`config.mk`:
```
export PLATFORM = sky130hd
export DESIGN_NAME = triple_sample_fifo
export DESIGN_NICKNAME = d
export VERILOG_FILES = /design/src/rtl/fifo3_pkg.sv /design/src/rtl/fifo3_store.sv /design/src/rtl/fifo3_ctrl.sv /design/src/rtl/fifo3_flags.sv /design/src/rtl/triple_sample_fifo.sv
export SDC_FILE = /design/constraint.sdc
export NUM_CORES = 1
export LEC_CHECK = 0
export BUFFER_PORTS_ARGS = -buffer_cell sky130_fd_sc_hd__buf_2
export CAP_MARGIN = 5
export CORE_MARGIN = 2
export CORE_UTILIZATION = 40
export CTS_BUF_LIST = sky130_fd_sc_hd__clkbuf_4
export DETAILED_ROUTE_END_ITERATION = 6
export PLACE_DENSITY = 0.56
export RECOVER_POWER = 50
export REMOVE_ABC_BUFFERS = 1
export SETUP_SLACK_MARGIN = 0.05
export SLEW_MARGIN = 20
export SYNTH_ARGS = -nofsm -noshare
export SYNTH_HDL_FRONTEND = slang
export SYNTH_SLANG_ARGS = --single-unit
```
`constraint.sdc`:
```
create_clock -name clk -period 3.7 [get_ports clk]
set_input_delay 0.74 -clock clk [delete_from_list [all_inputs] [get_ports clk]]
set_output_delay 0.74 -clock clk [all_outputs]
set_load 0.02 [all_outputs]
```
`src/rtl/fifo3_pkg.sv`:
```
package fifo3_pkg;

    localparam int AXES     = 3;
    localparam int SAMPLE_W = 16;

    typedef logic [SAMPLE_W-1:0] axis_t;
    // Index 0 = X, 1 = Y, 2 = Z.
    typedef axis_t [AXES-1:0] triple_t;

    typedef enum logic [1:0] {
        FM_PASS   = 2'd0,
        FM_STOP   = 2'd1,
        FM_RING   = 2'd2,
        FM_ARMED  = 2'd3
    } fmode_e;

    typedef struct packed {
        logic wm;
        logic full;
        logic empty;
    } evt_t;

    function automatic triple_t make_triple(input axis_t x, input axis_t y, input axis_t z);
        triple_t t;
        t[0] = x;
        t[1] = y;
        t[2] = z;
        return t;
    endfunction

endpackage

```
`src/rtl/fifo3_store.sv`:
```
module fifo3_store
    import fifo3_pkg::*;
#(
    parameter int DEPTH = 32,
    parameter int AW    = $clog2(DEPTH)
) (
    input  logic          clk,
    input  logic          wr_en,
    input  logic [AW-1:0] wr_addr,
    input  triple_t       wr_data,
    input  logic [AW-1:0] rd_addr,
    output triple_t       rd_data
);

    // One bank per axis; all banks share the pointers so a triple stays whole.
    for (genvar a = 0; a < AXES; a++) begin : g_bank
        axis_t bank [DEPTH];

        always_ff @(posedge clk) begin
            if (wr_en) begin
                bank[wr_addr] <= wr_data[a];
            end
        end

        assign rd_data[a] = bank[rd_addr];
    end

endmodule

```
`src/rtl/fifo3_ctrl.sv`:
```
module fifo3_ctrl
    import fifo3_pkg::*;
#(
    parameter int DEPTH = 32,
    parameter int AW    = $clog2(DEPTH),
    parameter int LW    = $clog2(DEPTH + 1)
) (
    input  logic          clk,
    input  logic          rst,
    input  logic          in_valid,
    input  logic          pop,
    input  fmode_e        mode,
    input  logic          trig,
    output logic          wr_en,
    output logic [AW-1:0] wr_addr,
    output logic [AW-1:0] rd_addr,
    output logic          load_pop,
    output logic          load_pass,
    output logic [LW-1:0] level,
    output logic          overrun
);

    localparam logic [AW-1:0] LAST_IDX = AW'(DEPTH - 1);
    localparam logic [LW-1:0] FULL_LVL = LW'(DEPTH);

    logic [AW-1:0] wp_q, rp_q;
    logic [LW-1:0] lvl_q;
    logic          armed_hit_q;
    logic          ovr_q;

    logic is_pass, hold_mode, is_full, is_empty;
    logic do_pop, do_push, displace, refuse, adv_rd;

    function automatic logic [AW-1:0] step_ptr(input logic [AW-1:0] p);
        return (p == LAST_IDX) ? '0 : p + AW'(1);
    endfunction

    always_comb begin
        is_pass   = (mode == FM_PASS);
        hold_mode = (mode == FM_STOP) || ((mode == FM_ARMED) && armed_hit_q);
        is_full   = (lvl_q == FULL_LVL);
        is_empty  = (lvl_q == '0);
        do_pop    = pop && !is_empty && !is_pass;
        displace  = in_valid && !is_pass && is_full && !do_pop && !hold_mode;
        refuse    = in_valid && !is_pass && is_full && !do_pop && hold_mode;
        do_push   = in_valid && !is_pass && !refuse;
        adv_rd    = do_pop || displace;
    end

    always_ff @(posedge clk) begin
        if (rst || is_pass) begin
            wp_q  <= '0;
            rp_q  <= '0;
            lvl_q <= '0;
        end else begin
            if (do_push) begin
                wp_q <= step_ptr(wp_q);
            end
            if (adv_rd) begin
                rp_q <= step_ptr(rp_q);
            end
            case ({do_push, adv_rd})
                2'b10:   lvl_q <= lvl_q + LW'(1);
                2'b01:   lvl_q <= lvl_q - LW'(1);
                default: lvl_q <= lvl_q;
            endcase
        end
    end

    always_ff @(posedge clk) begin
        if (rst || (mode != FM_ARMED)) begin
            armed_hit_q <= 1'b0;
        end else if (trig) begin
            armed_hit_q <= 1'b1;
        end
    end

    always_ff @(posedge clk) begin
        if (rst) begin
            ovr_q <= 1'b0;
        end else begin
            ovr_q <= displace || refuse;
        end
    end

    assign wr_en     = do_push;
    assign wr_addr   = wp_q;
    assign rd_addr   = rp_q;
    assign load_pop  = do_pop;
    assign load_pass = is_pass && in_valid;
    assign level     = lvl_q;
    assign overrun   = ovr_q;

endmodule

```
`src/rtl/fifo3_flags.sv`:
```
module fifo3_flags
    import fifo3_pkg::*;
#(
    parameter int DEPTH = 32,
    parameter int LW    = $clog2(DEPTH + 1),
    parameter int WMW   = $clog2(DEPTH)
) (
    input  logic [LW-1:0]  level,
    input  logic           is_pass,
    input  logic [WMW-1:0] wm_level,
    input  evt_t           irq_en,
    output evt_t           events,
    output logic           irq
);

    always_comb begin
        events.empty = (level == '0);
        events.full  = (level == LW'(DEPTH));
        events.wm    = !is_pass && (level >= LW'(wm_level));
        irq          = |(events & irq_en);
    end

endmodule

```
`src/rtl/triple_sample_fifo.sv`:
```
module triple_sample_fifo
    import fifo3_pkg::*;
#(
    parameter int DEPTH = 32,
    parameter int AW    = $clog2(DEPTH),
    parameter int LW    = $clog2(DEPTH + 1),
    parameter int WMW   = $clog2(DEPTH)
) (
    input  logic           clk,
    input  logic           rst,
    input  logic           in_valid,
    input  logic [15:0]    in_x,
    input  logic [15:0]    in_y,
    input  logic [15:0]    in_z,
    input  logic           pop,
    input  logic [1:0]     mode,
    input  logic [WMW-1:0] wm_level,
    input  logic           trig,
    input  logic [2:0]     irq_en,
    output logic [15:0]    out_x,
    output logic [15:0]    out_y,
    output logic [15:0]    out_z,
    output logic [LW-1:0]  level,
    output logic           empty,
    output logic           full,
    output logic           wm_flag,
    output logic           overrun,
    output logic           irq
);

    fmode_e        mode_e;
    triple_t       in_t, rd_t, out_q;
    logic          wr_en, load_pop, load_pass;
    logic [AW-1:0] wr_addr, rd_addr;
    evt_t          events;

    assign mode_e = fmode_e'(mode);
    assign in_t   = make_triple(in_x, in_y, in_z);

    fifo3_ctrl #(.DEPTH(DEPTH), .AW(AW), .LW(LW)) u_ctrl (
        .clk       (clk),
        .rst       (rst),
        .in_valid  (in_valid),
        .pop       (pop),
        .mode      (mode_e),
        .trig      (trig),
        .wr_en     (wr_en),
        .wr_addr   (wr_addr),
        .rd_addr   (rd_addr),
        .load_pop  (load_pop),
        .load_pass (load_pass),
        .level     (level),
        .overrun   (overrun)
    );

    fifo3_store #(.DEPTH(DEPTH), .AW(AW)) u_store (
        .clk     (clk),
        .wr_en   (wr_en),
        .wr_addr (wr_addr),
        .wr_data (in_t),
        .rd_addr (rd_addr),
        .rd_data (rd_t)
    );

    fifo3_flags #(.DEPTH(DEPTH), .LW(LW), .WMW(WMW)) u_flags (
        .level    (level),
        .is_pass  (mode_e == FM_PASS),
        .wm_level (wm_level),
        .irq_en   (evt_t'(irq_en)),
        .events   (events),
        .irq      (irq)
    );

    always_ff @(posedge clk) begin
        if (rst) begin
            out_q <= '0;
        end else if (load_pop) begin
            out_q <= rd_t;
        end else if (load_pass) begin
            out_q <= in_t;
        end
    end

    assign out_x   = out_q[0];
    assign out_y   = out_q[1];
    assign out_z   = out_q[2];
    assign empty   = events.empty;
    assign full    = events.full;
    assign wm_flag = events.wm;

endmodule

```
# [Word level (Yosys, flattened, before mapping)]
# Memory sizes are Yosys's and may differ from the RTL's. A register that Yosys moved wholly into a read port is not among the register bits.
# Cells that the tools add are included.
[totals] ff_bits=66 ramBits=1536 output_inout_bits=59 mem_count=3
[op_classes] n_addsub=4 order_cmp=1 eq_ne=8 n_mux=13 n_bitwise=1 n_reduce_logical=26
[memory_table] name="u_store.g_bank[0].bank" depth=32 width=16 read_ports=1 rd_ports_with_merged_regs=1 write_ports=1 line_no="fifo3_store.sv:17" rtl="axis_t bank [DEPTH];"
[memory_table] name="u_store.g_bank[1].bank" depth=32 width=16 read_ports=1 rd_ports_with_merged_regs=1 write_ports=1 line_no="fifo3_store.sv:17"
[memory_table] name="u_store.g_bank[2].bank" depth=32 width=16 read_ports=1 rd_ports_with_merged_regs=1 write_ports=1 line_no="fifo3_store.sv:17"
[op_table] cell="$mux 48" count=2
[op_table] cell="$mux 5" count=8
[op_table] cell="$pmux 6 s2" count=1
[op_table] cell="$logic_and 1x1->1" count=11
[op_table] cell="$add 5x1->5 const B" count=2
[op_table] cell="$eq 5x5->1 const B" count=2
[op_table] cell="$add 6x1->6 const B" count=1
[op_table] cell="$eq 6x6->1 const B" count=1
[op_table] cell="$ge 6x5->1" count=1
[op_table] cell="$logic_not 6->1" count=1
[op_table] cell="$sub 6x1->6 const B" count=1
[op_table] cell="$logic_not 1->1" count=5
[op_table] cell="$logic_or 1x1->1" count=5
[op_table] cell="$eq 2x1->1 const B" count=2
[op_table] cell="$eq 2x2->1 const B" count=2
[op_table] cell="$reduce_bool 2->1" count=2
[op_table] cell="$and 3x3->3" count=1
[op_table] cell="$reduce_or 3->1" count=1
[op_table] cell="$logic_not 2->1" count=1
[op_table] cell="$mux 1" count=2
[op_table] cell="$ne 2x2->1 const B" count=1

# [Longest topological paths before layout]
[depth] ltp_word=11 depth_mapped=14 mapped_depth_nobuf=11

# [Modules after synthesis]
# A second synthesis with hierarchy kept.
[unflattened] cells_unflattened=3689 hier_area_um2=63354.5
[by_module_without_submodules] mod="fifo3_store" instances=1 cells_per_inst=3317 area_per_inst_um2=59777.3
[by_module_without_submodules] mod="triple_sample_fifo" instances=1 cells_per_inst=215 area_per_inst_um2=2255.9
[by_module_without_submodules] mod="fifo3_ctrl" instances=1 cells_per_inst=132 area_per_inst_um2=1144.8
[by_module_without_submodules] mod="fifo3_flags" instances=1 cells_per_inst=25 area_per_inst_um2=176.4

# [Least setup slack after synthesis]
# No wires, ideal clock.
[synth_timing] kind="register to register" startpoint="register u_ctrl.lvl_q[0], in the netlist u_ctrl.level[0]" endpoint="memory u_store.g_bank[0].bank[23][0] (netlist name), enable pin" setup_time_ps=454 arrival_ps=3666 t_required_ps=3246 slack_ps=-420 stages_incl_launch_ff=6 n_path_buf=1 synth_period_minus_slack_ps=4120 path_cell_list="dfxtp_1 > clkbuf_1 > o41ai_1 > a21oi_1 > nand2_1 > nor2_1"
[synth_between] elab_chain_cells=11 word_cells_on_any_way=13 classes_between="eq/ne: 1; mux: 2; reduce/logical: 10"
[synth_rtl] element="start, declared" line_no="fifo3_ctrl.sv:27" rtl="logic [LW-1:0] lvl_q;"
[synth_rtl] element="start signal, assigned" line_no="fifo3_ctrl.sv:63" rtl="2'b10: lvl_q <= lvl_q + LW'(1);"
[synth_rtl] element="start signal, assigned" line_no="fifo3_ctrl.sv:64" rtl="2'b01: lvl_q <= lvl_q - LW'(1);"
[synth_rtl] element="start signal, assigned" line_no="fifo3_ctrl.sv:65" rtl="default: lvl_q <= lvl_q;"
[synth_rtl] element="$logic_not 6->1" line_no="fifo3_ctrl.sv:42" rtl="is_empty = (lvl_q == '0);"
[synth_rtl] element="$logic_not 1->1" line_no="fifo3_ctrl.sv:43" rtl="do_pop = pop && !is_empty && !is_pass;"
[synth_rtl] element="$logic_and 1x1->1 (2 in series)" line_no="fifo3_ctrl.sv:43"
[synth_rtl] element="$logic_not 1->1" line_no="fifo3_ctrl.sv:45" rtl="refuse = in_valid && !is_pass && is_full && !do_pop && hold_mode;"
[synth_rtl] element="$logic_and 1x1->1 * (2 in series)" line_no="fifo3_ctrl.sv:45"
[synth_rtl] element="$logic_not 1->1 *" line_no="fifo3_ctrl.sv:46" rtl="do_push = in_valid && !is_pass && !refuse;"
[synth_rtl] element="$logic_and 1x1->1 *" line_no="fifo3_ctrl.sv:46"
[synth_rtl] element="$mux 1 *" line_no="fifo3_store.sv:20" rtl="if (wr_en) begin"
[synth_rtl] element="$mux 1 (implied by the code) *" line_no="fifo3_store.sv:21" rtl="bank[wr_addr] <= wr_data[a];"
[synth_rtl] element="end, declared" line_no="fifo3_store.sv:17"
# Mark *: on every way between the ends. The rest lies on a longest branch, timed or not.

# [Worst setup path in the final report]
[layout_timing] startpoint="register u_ctrl.lvl_q[1], in the netlist u_ctrl.level[1]" endpoint="output port irq"
[layout_between] elab_chain_cells=4 word_cells_on_any_way=6 classes_between="order compare: 1; eq/ne: 1; bitwise: 1; reduce/logical: 3"
[layout_rtl] element="$ge 6x5->1" line_no="fifo3_flags.sv:19" rtl="events.wm = !is_pass && (level >= LW'(wm_level));"
[layout_rtl] element="$logic_and 1x1->1" line_no="fifo3_flags.sv:19"
[layout_rtl] element="$and 3x3->3 *" line_no="fifo3_flags.sv:20" rtl="irq = |(events & irq_en);"
[layout_rtl] element="$reduce_or 3->1 *" line_no="fifo3_flags.sv:20"
[layout_rtl] element="end, declared" line_no="triple_sample_fifo.sv:28" rtl="output logic irq"
# Marks and branches as above.

==> summary.md <==
| Metric | Value |
|---|---|
| Status | finished with violations |
| Failing checks | capacitance limit, slew limit, setup timing |
| Worst min-delay path class | in -> reg |
| Core Box Area | 152000 µm² |
| Crit path max fanout | 9 |
| Warnings from Yosys | 0 |
| # rows | 143 |
| Clk network pwr share | 39.9% |
| Root Driver | clkbuf_4 |
| Met1 Track Usage GR | 26.7% |
| WP data required | 2960 ps |
| Internal Dissipation | between 0.02 and 0.03 W |
| Final Hold Viols | 0 |
| Total power | 0.0374 W |
| Clock Sinks | 1607 |
| DRT antenna net count | 0 |
| Average wire per standard cell | ~27 µm |
| Synth Instances | about 2700 |
| Post-synth top area cell | edfxtp_1 |
| Layout Nets | 3388 |
| Synth top area cells | edfxtp_1, mux4_2, mux2i_1 |
| Via density per instance | 5.51 |
| Max clock buf depth | 4 |
| Largest net degree at the start of global routing | 89 |
| WHS | 104 ps |
| Post-DP HPWL | 81900 µm |
| Worst-Skew Late Latency | between 1000 and 1500 ps |
| Drt first pass iters | 5 |
| Worst slew pin tran | 1570 ps |
| Number of enable flip-flop cells after synthesis | approximately 1500 |
| Net Switching | 0.00836 W |
| Die area | 156000 µm² |
| DRT Wirelength | 155000 µm |
| Vias | about 31000 |
| CTS tree | done |
| IO Count | 122 |
| Worst ir drop on vdd | 295 µV |
| Die height | 395 µm |
| Slew Viols, Final | 167 |
| CP Data Arrival Time | 3050 ps |
| Crit-path cells | buf_6, ha_1, a21o_1, a21o_1, a21o_1, a211oi_2, o21ai_1, buf_4 |
| Seq/Total Area, Yosys | 77.7% |
| Sw Ratio | 22.3% |
| GRT Util Overall | roughly a fifth |
| Placer Congestion | 0.767 |
| MaxCap Viol Count | 5 |
| Total gr overflow | 0 |
| Slowest stage cell, crit path | dfxtp_2 |
| Cell area after synthesis | 61200 µm² |
| Mean Syn Cell Area | 22.4 µm² |
| IO buf count | 121 |
| Final Util | 47.0% |
| Vias in the first global route | around 33000 |
| Final Cycle Share | 102% |
| Power Density | 525 nW/µm² |
| Register share of total power | 53.9% |
| Setup ws final | -85.5 ps |
| Design Area, Final | 71300 µm² |
| DRT iter0 DRCs | 2785 |
| Grt peak-use layer | met2 |
| Combinational share of power | a little over 6% |
| Met2 Use GR | 31.5% |
| Leakage power | 22.0 nW |
| Most used cell, CP | a21o_1 |
| Yosys cell types | 53 |
| CTS clk-pin slew, worst paths | approximately 70 ps |
| Final Skew | 137 ps |
| Finish-stage setup viols | 9 |
| Drt drc | 0 |
| First-pass GRT wire length | roughly 220000 µm |
| Die boundary width | 395 µm |
| CP Class | reg -> out |
| Ys flop type | edfxtp_1 |
| Layout area overhead | 16.6% |
| Worst Setup Start Kind | register |
| Met3 Resource Use GR | 5.48% |
| Pre-CTS setup slack | 394 ps |
| Worst setup EP type | output port |
| Fraction of layout cells with a size suffix above 1 | 35.1% |
| Post-synth top area share | 75.4% |
| DP Area | 65600 µm² |
| Worst slew margin | -4.54% |
| Initial antenna violation count | 7 |
| Worst path max stage delay | 320 ps |
| CTS Buf Count | 419 |
| Initial core utilization | 40.3% |
| Maximum clock rate | 0.264 GHz |
| RSZ-0062 raised after global routing | yes |
| Yosys reg bits | 1607 |
| Min Tclk post-route | between 3000 and 4000 ps |
| CTS H-tree lvls | 5 |
| FFs w/ async S/R, synth | 0% |
## power groups by stage
stage               logic [W]  registers [W]  clock network (W)
CTS                   0.00239         0.0202             0.0154
finish                0.00229         0.0202             0.0150
global placement      0.00221         0.0206                  0
global route          0.00248         0.0202             0.0164
floorplan             0.00156         0.0209                  0
detailed placement    0.00227         0.0206                  0
## synth_stat cells, drive strengths merged, types with 3 or more instances
cell type / instances
a21o: 4
a21oi: 14
and3: 3
mux4: 394
nand3b: 6
a22oi: 28
nor2: 58
or2: 3
nand3: 10
o32ai: 10
or3b: 3
or3: 10
buf: 72
edfxtp: 1536
nand2: 51
clkbuf: 79
xnor2: 4
o22ai: 65
nand2b: 5
dfxtp: 71
o221ai: 9
nor3: 3
a31oi: 5
inv: 13
ha: 14
o21ai: 55
mux2i: 148
a211oi: 41
## routing by layer
| metal | share of wire (%) | up-vias |
|---|---|---|
| met1 | 42 | 16477 |
| li1 | - | 13094 |
| met2 | 48 | 1305 |
| met3 | 7.8 | 245 |
| met5 | 0.017 | - |
| met4 | 2.2 | 4 |
## placed cells by master (no fill, tap or decap), types with 57 or more instances in the layout
cell           synthesis  layout
mux4_2               394     394
buf_4                  2      65
dlygate4sd3_1          0      57
clkinv_1               0      68
o22ai_1               65      65
clkbuf_1              79      75
clkbuf_4               0     623
mux2i_1              148     148
edfxtp_1            1536    1536
dfxtp_1               71      66
## worst max-delay path, delay by kind of cell (launching register included)
kind,cells,cell delay [ps]
flops,1,320
buf+inv,2,300
fa+ha+maj,1,270
compound gates,5,810
## state kept, by name, indices dropped and copies added (netlist names), 5 cells and up, named ones only
signal / count
u_store.g_bank.bank: 1536
out_x: 16
out_y: 16
out_z: 16
u_ctrl.level: 6
u_ctrl.rd_addr: 5
u_ctrl.wr_addr: 5
## repair_timing
item / CTS / global route
hold buffers: 57 / 0
resized for setup: 17 / 2
buffers inserted: 3 / 0
hold endpoints to repair: 1600 / 0
pin swaps: 8 / 3
setup endpoints to repair: 4 / 6
## worst paths after layout
path / start / end / slack [ps] / cells after the start
setup / recovery: u_ctrl.level[1] / irq / -90 / 8
setup reg to reg: u_ctrl.level[3] / out_z[9] / -50 / 7
hold reg to reg: out_y[15] / out_y[15] / 520 / 2
hold / removal: in_valid / u_ctrl.wr_addr[1] / 100 / 6
## logic make-up (layout without fill, tap and decap cells)
family,count (synthesis),in the layout,synth area share (%)
AO/OA/AOI/OAI,242,242,2.62
XOR/XNOR,6,6,0.0859
multiplexers,542,542,16.9
buffers and inverters,164,1036,1.13
AND/OR/NAND/NOR,162,162,1.27
flip-flops,1607,1607,77.7
adder cells (fa/ha/maj),14,14,0.286
other,0,9,0
## per-stage QoR
| stage | TNS (ps) | cells |
|---|---|---|
| 2_1_floorplan | -1028380 | 2586 |
| 3_3_place_gp | 0 | 4860 |
| 3_5_place_dp | 0 | 4860 |
| 4_1_cts | -471 | 5639 |
| 5_1_grt | -8150 | 5648 |
| 6_report | -402 | 5648 |
## layout make-up
type	instances	area [µm²]
fill	12599	80600
sequential	1607	47600
multi-input combinational	966	13200
clock buffer	622	4670
timing repair buffer	304	2730
tap	2030	2540
clock inverter	97	544
inverter	13	51.3
antenna	9	22.5
(Power assumes the default switching activity.)
